<file path="config.mk">
export PLATFORM = sky130hd
export DESIGN_NAME = byte_cmd_counter
export DESIGN_NICKNAME = d
export VERILOG_FILES = /design/src/rtl/cmdcnt_pkg.sv /design/src/rtl/cmdcnt_ptr.sv /design/src/rtl/cmdcnt_core.sv /design/src/rtl/cmdcnt_rdhold.sv /design/src/rtl/byte_cmd_counter.sv
export SDC_FILE = /design/constraint.sdc
export NUM_CORES = 1
export LEC_CHECK = 0
export BUFFER_PORTS_ARGS = -buffer_cell sky130_fd_sc_hd__buf_2
export CORE_MARGIN = 10
export CORE_UTILIZATION = 57
export CTS_CLUSTER_SIZE = 40
export DETAILED_ROUTE_END_ITERATION = 10
export GPL_ROUTABILITY_DRIVEN = 1
export PLACE_DENSITY = 0.8
export SETUP_SLACK_MARGIN = 0.1
export SLEW_MARGIN = 20
export SYNTH_ARGS = -nofsm -noshare
export SYNTH_HDL_FRONTEND = slang
export SYNTH_HIERARCHICAL = 1
export SYNTH_SLANG_ARGS = --single-unit
</file>
<file path="constraint.sdc">
create_clock -name clk -period 4.5 [get_ports clk]
set_input_delay 0.225 -clock clk [delete_from_list [all_inputs] [get_ports clk]]
set_output_delay 0.225 -clock clk [all_outputs]
set_load 0.01 [all_outputs]
</file>
<file path="src/rtl/cmdcnt_pkg.sv">
package cmdcnt_pkg;
  parameter int unsigned HOST_W_DEF      = 8;
  parameter int unsigned CNT_W_DEF       = 32;
  parameter int unsigned LOADED_BIT_DEF  = 5;

  typedef enum logic [1:0] {
    DEC_NONE  = 2'd0,
    DEC_STEP  = 2'd1,
    DEC_LAST  = 2'd2,
    DEC_EMPTY = 2'd3
  } dec_kind_e;
endpackage

</file>
<file path="src/rtl/cmdcnt_ptr.sv">
module cmdcnt_ptr #(
  parameter int unsigned N = 4,
  localparam int unsigned PW = (N > 1) ? $clog2(N) : 1
) (
  input  logic          clk,
  input  logic          rst_n,
  input  logic          clr,
  input  logic          adv,
  output logic [PW-1:0] ptr
);
  logic [PW-1:0] ptr_q, ptr_d;
  logic          at_last;
  logic          ptr_en;

  assign at_last = (ptr_q == PW'(N - 1));
  assign ptr_en  = clr | adv;

  always_comb begin
    if (clr)          ptr_d = '0;
    else if (at_last) ptr_d = '0;
    else              ptr_d = ptr_q + 1'b1;
  end

  always_ff @(posedge clk or negedge rst_n) begin
    if (!rst_n)      ptr_q <= '0;
    else if (ptr_en) ptr_q <= ptr_d;
  end

  assign ptr = ptr_q;

  a_r10_wrap: assert property (@(posedge clk) disable iff (!rst_n)
    (adv && !clr && ptr_q == PW'(N - 1)) |=> (ptr_q == '0));
  a_r10_step: assert property (@(posedge clk) disable iff (!rst_n)
    (adv && !clr && ptr_q != PW'(N - 1)) |=> (ptr_q == $past(ptr_q) + 1'b1));
  a_r10_idle: assert property (@(posedge clk) disable iff (!rst_n)
    (!adv && !clr) |=> $stable(ptr_q));
endmodule

</file>
<file path="src/rtl/cmdcnt_core.sv">
module cmdcnt_core
  import cmdcnt_pkg::*;
#(
  parameter int unsigned CNT_W  = CNT_W_DEF,
  parameter int unsigned HOST_W = HOST_W_DEF,
  localparam int unsigned NL = CNT_W / HOST_W,
  localparam int unsigned PW = (NL > 1) ? $clog2(NL) : 1
) (
  input  logic              clk,
  input  logic              rst_n,
  input  logic              clr,
  input  logic              wr_en,
  input  logic [PW-1:0]     wr_lane,
  input  logic [HOST_W-1:0] wr_byte,
  input  logic              dec,
  output logic [CNT_W-1:0]  value,
  output logic              loaded,
  output logic              zero
);
  logic [CNT_W-1:0] value_q, value_d, merged;
  logic             loaded_q, loaded_d;
  logic             wr_first, wr_last;
  logic             val_en, ld_en;
  dec_kind_e        dkind;

  assign wr_first = (wr_lane == '0);
  assign wr_last  = (wr_lane == PW'(NL - 1));
  assign zero     = (value_q == '0);

  for (genvar g = 0; g < NL; g++) begin : g_lane
    assign merged[g*HOST_W +: HOST_W] =
      (wr_lane == PW'(g)) ? wr_byte : value_q[g*HOST_W +: HOST_W];
  end

  always_comb begin
    dkind = DEC_NONE;
    if (!wr_en && dec && loaded_q) begin
      if (value_q == '0)                dkind = DEC_EMPTY;
      else if (value_q == CNT_W'(1))    dkind = DEC_LAST;
      else                              dkind = DEC_STEP;
    end
  end

  always_comb begin
    value_d  = value_q;
    loaded_d = loaded_q;
    if (clr) begin
      value_d  = '0;
      loaded_d = 1'b0;
    end else if (wr_en) begin
      value_d = merged;
      if (wr_last)       loaded_d = 1'b1;
      else if (wr_first) loaded_d = 1'b0;
    end else begin
      case (dkind)
        DEC_STEP:  value_d = value_q - 1'b1;
        DEC_LAST:  begin value_d = '0; loaded_d = 1'b0; end
        DEC_EMPTY: loaded_d = 1'b0;
        default:   ;
      endcase
    end
  end

  assign val_en = clr | wr_en | (dkind == DEC_STEP) | (dkind == DEC_LAST);
  assign ld_en  = clr | wr_en | (dkind == DEC_LAST) | (dkind == DEC_EMPTY);

  always_ff @(posedge clk or negedge rst_n) begin
    if (!rst_n)      value_q <= '0;
    else if (val_en) value_q <= value_d;
  end

  always_ff @(posedge clk or negedge rst_n) begin
    if (!rst_n)     loaded_q <= 1'b0;
    else if (ld_en) loaded_q <= loaded_d;
  end

  assign value  = value_q;
  assign loaded = loaded_q;

  a_r6_unloaded_hold: assert property (@(posedge clk) disable iff (!rst_n)
    (!loaded_q && !wr_en && !clr) |=> $stable(value_q));
  a_r5_dec_step: assert property (@(posedge clk) disable iff (!rst_n)
    (loaded_q && dec && !wr_en && !clr && value_q != '0) |=> (value_q == $past(value_q) - 1'b1));
  a_r7_no_wrap: assert property (@(posedge clk) disable iff (!rst_n)
    (value_q == '0 && !wr_en) |=> (value_q == '0));
  a_r3_rise_after_last: assert property (@(posedge clk) disable iff (!rst_n)
    $rose(loaded_q) |-> $past(wr_en && wr_lane == PW'(NL - 1)));
  a_r7_expire_unloads: assert property (@(posedge clk) disable iff (!rst_n)
    (loaded_q && dec && !wr_en && value_q == CNT_W'(1)) |=> !loaded_q);
endmodule

</file>
<file path="src/rtl/cmdcnt_rdhold.sv">
module cmdcnt_rdhold #(
  parameter int unsigned CNT_W  = 32,
  parameter int unsigned HOST_W = 8,
  localparam int unsigned NL = CNT_W / HOST_W,
  localparam int unsigned PW = (NL > 1) ? $clog2(NL) : 1
) (
  input  logic              clk,
  input  logic              rst_n,
  input  logic              clr,
  input  logic              rd_en,
  input  logic [PW-1:0]     rd_lane,
  input  logic [CNT_W-1:0]  live,
  output logic [HOST_W-1:0] rdata
);
  logic [CNT_W-1:0]  hold_q, hold_d;
  logic [HOST_W-1:0] rdata_q, rdata_d, lane_sel;
  logic              rd_first;
  logic              hold_en, rdata_en;

  assign rd_first = (rd_lane == '0);

  always_comb begin
    lane_sel = '0;
    for (int i = 0; i < NL; i++) begin
      if (rd_lane == PW'(i)) lane_sel = hold_q[i*HOST_W +: HOST_W];
    end
  end

  always_comb begin
    hold_d  = hold_q;
    rdata_d = rdata_q;
    if (clr) begin
      hold_d  = '0;
      rdata_d = '0;
    end else if (rd_en) begin
      if (rd_first) begin
        hold_d  = live;
        rdata_d = live[HOST_W-1:0];
      end else begin
        rdata_d = lane_sel;
      end
    end
  end

  assign hold_en  = clr | (rd_en & rd_first);
  assign rdata_en = clr | rd_en;

  always_ff @(posedge clk or negedge rst_n) begin
    if (!rst_n)       hold_q <= '0;
    else if (hold_en) hold_q <= hold_d;
  end

  always_ff @(posedge clk or negedge rst_n) begin
    if (!rst_n)        rdata_q <= '0;
    else if (rdata_en) rdata_q <= rdata_d;
  end

  assign rdata = rdata_q;

  a_r8_rdata_hold: assert property (@(posedge clk) disable iff (!rst_n)
    (!rd_en && !clr) |=> $stable(rdata_q));
  a_r8_snapshot: assert property (@(posedge clk) disable iff (!rst_n)
    (rd_en && rd_first && !clr) |=> (hold_q == $past(live)));
  a_r8_hold_frozen: assert property (@(posedge clk) disable iff (!rst_n)
    (!(rd_en && rd_first) && !clr) |=> $stable(hold_q));
endmodule

</file>
<file path="src/rtl/byte_cmd_counter.sv">
module byte_cmd_counter
  import cmdcnt_pkg::*;
#(
  parameter int unsigned CNT_W      = CNT_W_DEF,
  parameter int unsigned HOST_W     = HOST_W_DEF,
  parameter int unsigned LOADED_BIT = LOADED_BIT_DEF,
  localparam int unsigned NL = CNT_W / HOST_W,
  localparam int unsigned PW = (NL > 1) ? $clog2(NL) : 1
) (
  input  logic              clk,
  input  logic              rst_n,
  input  logic              sw_clear,
  input  logic              host_wr,
  input  logic [HOST_W-1:0] host_wdata,
  input  logic              host_rd,
  output logic [HOST_W-1:0] host_rdata,
  input  logic              dec_strobe,
  input  logic              start_req,
  output logic              start_ok,
  output logic              start_err,
  output logic [CNT_W-1:0]  count_out,
  output logic              count_zero,
  output logic              loaded,
  output logic [HOST_W-1:0] status_byte
);
  logic [PW-1:0] wr_lane, rd_lane;
  logic          loaded_w;
  logic          ok_q, ok_d, err_q, err_d;

  cmdcnt_ptr #(.N(NL)) u_wptr (
    .clk(clk), .rst_n(rst_n), .clr(sw_clear), .adv(host_wr), .ptr(wr_lane)
  );

  cmdcnt_ptr #(.N(NL)) u_rptr (
    .clk(clk), .rst_n(rst_n), .clr(sw_clear), .adv(host_rd), .ptr(rd_lane)
  );

  cmdcnt_core #(.CNT_W(CNT_W), .HOST_W(HOST_W)) u_core (
    .clk(clk), .rst_n(rst_n), .clr(sw_clear),
    .wr_en(host_wr), .wr_lane(wr_lane), .wr_byte(host_wdata),
    .dec(dec_strobe),
    .value(count_out), .loaded(loaded_w), .zero(count_zero)
  );

  cmdcnt_rdhold #(.CNT_W(CNT_W), .HOST_W(HOST_W)) u_rd (
    .clk(clk), .rst_n(rst_n), .clr(sw_clear),
    .rd_en(host_rd), .rd_lane(rd_lane), .live(count_out),
    .rdata(host_rdata)
  );

  for (genvar b = 0; b < HOST_W; b++) begin : g_stat
    if (b == LOADED_BIT) begin : g_ld
      assign status_byte[b] = loaded_w;
    end else begin : g_zero
      assign status_byte[b] = 1'b0;
    end
  end

  always_comb begin
    ok_d  = 1'b0;
    err_d = 1'b0;
    if (!sw_clear && start_req) begin
      ok_d  = loaded_w;
      err_d = ~loaded_w;
    end
  end

  always_ff @(posedge clk or negedge rst_n) begin
    if (!rst_n) begin
      ok_q  <= 1'b0;
      err_q <= 1'b0;
    end else begin
      ok_q  <= ok_d;
      err_q <= err_d;
    end
  end

  assign start_ok  = ok_q;
  assign start_err = err_q;
  assign loaded    = loaded_w;

  a_r9_exclusive: assert property (@(posedge clk) disable iff (!rst_n)
    !(start_ok && start_err));
  a_r9_refuse: assert property (@(posedge clk) disable iff (!rst_n)
    (start_req && !loaded_w && !sw_clear) |=> (start_err && !start_ok));
  a_r9_accept: assert property (@(posedge clk) disable iff (!rst_n)
    (start_req && loaded_w && !sw_clear) |=> start_ok);
  a_r1_soft_clear: assert property (@(posedge clk) disable iff (!rst_n)
    sw_clear |=> (count_out == '0 && !loaded_w && host_rdata == '0 && !start_ok && !start_err));
endmodule

</file>
* Word-level counts from Yosys, hierarchy flattened
Index checks and enable logic that the tools add are counted.
Cells by class: equal/unequal tests 15, bitwise gates (word level) 9, add/subtract/negate cells 3, muxes and demuxes 30, reductions and logical operators 20
Operator list (count):
- $mux 32 | 5
- $mux 8 | 10
- $pmux 32 s2 | 1
- $eq 32x1->1 const B | 1
- $logic_not 32->1 | 1
- $sub 32x1->32 const B | 1
- $reduce_and 3->1 | 6
- $mux 2 | 7
- $eq 2x2->1 const B | 6
- $ne 3x2->1 const B | 4
- $mux 1 | 7
- $or 1x1->1 | 7
- $eq 2x1->1 const B | 3
- $add 2x1->2 const B | 2
- $logic_not 2->1 | 2
- $ne 4x2->1 const B | 1
- $reduce_bool 2->1 | 2
- $reduce_bool 4->1 | 1
- $logic_and 1x1->1 | 3
- $reduce_bool 3->1 | 1
- $logic_not 1->1 | 2
- $reduce_and 2->1 | 1
- $reduce_or 2->1 | 1
- $and 1x1->1 | 1
- $not 1->1 | 1
Word-level totals: input bits 15, output and inout bits 52, register bits after elaboration 79

* Depth between registers and ports, before layout
depth after elaboration 9, depth in mapped cells 14, mapped depth without buffers 12

* Cells and area by module
The synthesis kept the hierarchy.
Modules (own cells, without submodules):
- cmdcnt_core | cells each 313, area an instance 2454.9 um2, instances 1
- cmdcnt_rdhold | cells each 111, area an instance 1422.6 um2, instances 1
- cmdcnt_ptr | cells each 8, area an instance 100.1 um2, instances 2
- byte_cmd_counter | cells each 13, area an instance 135.1 um2, instances 1

* Worst setup path before layout
No wires, ideal clock.
kind register -> register, from register u_core.value_q[0] (netlist: u_core/value[0]), to register u_core.value_q[8] (netlist: u_core/value[8]), setup time 0.118 ns, required time 4.382 ns, path buffers 2, stages on the path, launching flop included 15, clock period less this slack 3.913 ns, data arrival time 3.795 ns, slack 0.587 ns, cell sequence dfrtp_1 inv_1 ha_1 or3b_1 clkbuf_1 or3_4 or4_4 a31o_2 ha_1 or2_2 a21oi_1 and2_1 clkbuf_1 nor3_1 a21o_1
Between the ends: word-level cells in the longest chain between the ends 8, elaborated cells on any way between the ends 15, those cells by class add/sub (1); eq/ne (3); mux (6); bitwise (2); reduce/logical (3)
Ends and longest elaborated chain:
- from (decl) | line cmdcnt_core.sv:20 | logic [CNT_W-1:0] value_q, value_d, merged;
- from (signal assigned) | line cmdcnt_core.sv:69 | else if (val_en) value_q <= value_d;
- parallel branches: the longest is 8 deep, another holds $sub 32x1->32
Parallel ways; which one is timed is not known. A chain may end at the register's enable or synchronous reset.

* Worst setup path after layout
from register u_core.value_q[1] (netlist: u_core/value[1]), to register u_core.value_q[28] (netlist: u_core/value[28])
The elaborated chain is that of the path after synthesis.

==> flow_metrics.tcl <==
set metrics [dict create \
    top_usage_layer "met2" \
    cp_cell_sequence "inv_1 > ha_1 > or3b_1 > or3_4 > or4_4 > a31o_2 > ha_1 > nor2_1 > a21boi_0 > or3_1 > o41ai_1 > a32o_1" \
    drive_above_1_share_pct 19.96 \
    cpMaxStageDelayCell "or4_4" \
    antenna_found_initial 0 \
    outcome "complete, no violations" \
    portBuffers 59 \
    start_util_pct 58.39 \
    fin_tns_setup_ns 0 \
    use_met1_pct 31.69 \
    cpMostUsedCell "ha_1" \
    synth_edf_count 0 \
    synthTopCellsByArea "dfrtp_1, a22o_1, o21ai_0, ha_1, a21oi_1" \
    fin_skew_ns 0.01295 \
    grt_max_degree 54 \
    finalCritPeriodShare_pct 92.45 \
    num_antenna_cells 0 \
    fillers 633 \
    design_area_um2 4718 \
    routed_via_density 6.569 \
    worstPathMaxFanout 8 \
    nNetsFinal 533 \
    power_density_nw_per_um2 364.5 \
    die_x_um 106.0 \
    critPathTopFamily "simple AND/OR/NAND/NOR gates" \
    p_leak_nw 2.174 \
    drc 0 \
    pwr-share-clk_pct 26.2 \
    combPwrFrac_pct 26.4 \
    yosys_warnings 6 \
    yosysTopAreaCell "dfrtp_1" \
    fmax_ghz 0.2404 \
    finalSetupViolations 0 \
    detailed_place_hpwl_mm 9.607 \
    ir_worst_vdd_v 0.0001573 \
    clk_pin_slew_ns 0.08 \
    row_count 31 \
    synth_top_area_share_pct 42.17 \
    gr-usage-all-layers_pct 23.52 \
    place_area_um2 4528 \
    reg2reg_depth 12 \
    cp.arrival_ns 4.44 \
    vias 4007 \
    intPower_w 0.001088 \
    final_max_slew_viol_count 0 \
    worstPathRequired_ns 4.78 \
    ys_async_sr_fraction_pct 100.0 \
    ant_nets 0 \
    met3_usage_pct 5.495 \
    power_frac_seq_pct 47.4 \
    numCtsBuffers 9 \
    p_sw_w 0.0006323 \
    maxCapViolCount 0 \
    overflow 0 \
    min-delay-start "start_req" \
    ys_seq_area_share_pct 42.17 \
    path_class "reg2reg" \
    netlist_instances 453 \
    period_needed_ns 4.160 \
    final_cell_mix "dfrtp_1, buf_2, o21ai_0" \
    syn_area_um2 4213 \
    hold_violations 0 \
    cts_tree "yes" \
    synthFlopType "dfrtp_1" \
    wl_per_cell_um 21.64 \
    critPathBufInv 1 \
    switching_share_pct 36.76 \
    die_y_um 106.0 \
    rsz0062_at_grt "no" \
    startpoint_type "flop" \
    clock_path_buffers 2 \
    layout_commonest_cell "dfrtp_1" \
    ios 67 \
    hold_depth 2 \
    drt_pass1_iterations 5 \
    root_buffer "clkbuf_8" \
    hold_path.class "in2reg" \
    r2r_slack_ns 0.34 \
    worst_pin_slew_ns 1.078 \
    worstSkewPairLatency_ns 0.34 \
    core_area_um2 7214 \
    r2r-start "u_core/value[1]$_DFFE_PN0P_" \
    die_area_um2 11230 \
    first_global_vias 3875 \
    clock_sinks 71 \
    slowest_delay_ns 0.53 \
    end_kind "flop" \
    gp_congestion 0.9651 \
    hold_end "start_ok$_DFF_PN0_" \
    htree_levels 3 \
    syn_avg_cell_area_um2 9.300 \
    relSlewSlack_pct 28.11 \
    routed_wl_mm 13.20 \
    grt_pass1_wl_mm 21.22 \
    drtIter0Drc 467 \
    ys_seq_elements 71 \
    rr_endpoint "u_core/value[28]$_DFFE_PN0P_" \
    use_met2_pct 35.34 \
    yosysUniqueCellTypes 63 \
    areaGrowthSynthToFinish_pct 12.00 \
]
==> power by group through the flow <==
stage                     clock network [W]  registers, W  logic [W]
after floorplan                           0      0.000810   0.000277
after global placement                    0      0.000820   0.000440
after detailed placement                  0      0.000823   0.000445
after CTS                          0.000462      0.000810   0.000448
after global routing               0.000493      0.000828   0.000496
final                              0.000450      0.000815   0.000455
==> cells in the mapped netlist (2+ instances only) <==
cell type / n
nor3b_1: 2
a21oi_1: 26
or4_4: 2
clkbuf_1: 14
o311ai_0: 2
o21ai_0: 40
o32ai_1: 9
a21boi_0: 4
a21o_1: 2
dfrtp_1: 71
or3b_1: 4
buf_4: 9
o2bb2ai_1: 2
nor2_1: 34
nor3_1: 17
ha_1: 11
nand2_1: 29
mux2i_1: 8
nor2b_1: 3
or3_1: 7
or4_1: 5
nand4_1: 3
nand2b_1: 5
inv_1: 10
o211ai_1: 3
buf_2: 2
o21bai_1: 6
nand3_1: 9
buf_1: 3
and2_1: 8
buf_6: 6
a21oi_2: 3
a31oi_1: 9
a32o_1: 3
o31ai_1: 9
o31a_1: 2
a211oi_1: 9
a22oi_1: 5
a22o_1: 24
nor4_1: 9
and3_1: 2
==> state kept, by name (all words and copies together), names as in the netlist <==
register	flops
start_err	1
start_ok	1
u_core/loaded	1
u_core/value	32
u_rd/hold_q	24
u_rd/rdata	8
u_rptr/ptr	2
u_wptr/ptr	2
==> kinds of logic (layout without fill, tap and decap cells) <==
kind of cell    count (synthesis)  count (layout)  synth area share (%)
compound gates                170             170                 27.92
fa+ha+maj                      11              11                 3.267
buf+inv                        45              97                 5.940
flops                          71              71                 42.17
mux                             8               8                 1.901
other cells                     1               7               0.08901
simple gates                  147             147                 18.71
==> per-stage QoR <==
step | setup WS [ns] | power (W) | utilization (%) | hold WS (ns) | instances
6_report | 0.3396 | 0.001720 | 65.40 | 0.1334 | 610
3_3_place_gp | 0.4255 | 0.001260 | 62.76 | 0.1866 | 594
2_1_floorplan | 0.5871 | 0.001087 | - | -0.07059 | 459
4_1_cts | 0.2624 | 0.001720 | 65.30 | 0.1204 | 610
3_5_place_dp | 0.2623 | 0.001268 | 62.76 | 0.1974 | 594
5_1_grt | 0.1145 | 0.001817 | 65.40 | 0.1185 | 610
==> worst max-delay path by stage <==
stage                     cells after the start                         from                           end
after floorplan                              14  u_core/value[0]$_DFFE_PN0P_   u_core/value[8]$_DFFE_PN0P_
after global placement                       12  u_core/value[0]$_DFFE_PN0P_   u_core/value[0]$_DFFE_PN0P_
after detailed placement                     12  u_core/value[1]$_DFFE_PN0P_   u_core/value[2]$_DFFE_PN0P_
after CTS                                    12  u_core/value[1]$_DFFE_PN0P_   u_core/value[2]$_DFFE_PN0P_
after global routing                         13  u_core/value[1]$_DFFE_PN0P_  u_core/value[27]$_DFFE_PN0P_
final                                        12  u_core/value[1]$_DFFE_PN0P_  u_core/value[28]$_DFFE_PN0P_
==> timing repair <==
action,in CTS,in global routing
buffers inserted,0,0
endpoints found under the setup margin,0,20
resized for setup,0,4
hold buffers,1,0
endpoints found under the hold margin,18,0
==> metal layers <==
layer | vias up | part of all wire, %
met3 | 31 | 8.4
met5 | - | 0
met2 | 227 | 46
li1 | 1821 | -
met1 | 1928 | 43
met4 | 0 | 2.7
==> area by class of cell <==
class                   count  area [um^2]  area share, %
clock buffers              10        137.6          2.917
multi-input cells         343         2216          46.96
clock inverters             5        35.03         0.7425
flip-flops and latches     71         1777          37.66
well taps                  99        123.9          2.625
repair buffers             71        387.9          8.221
inverters                  11        41.29         0.8751
==> worst reg2reg max path, delay by kind of cell, from the launching register on <==
kind                       cells  cell delay (ns)
AOI/OAI and AO/OA              4             0.99
adders and majority gates      2             0.50
buffers and inverters          1             0.12
DFF                            1             0.45
and+or+nand+nor                5             2.06
No activity file was read; power rests on OpenSTA's default activity.
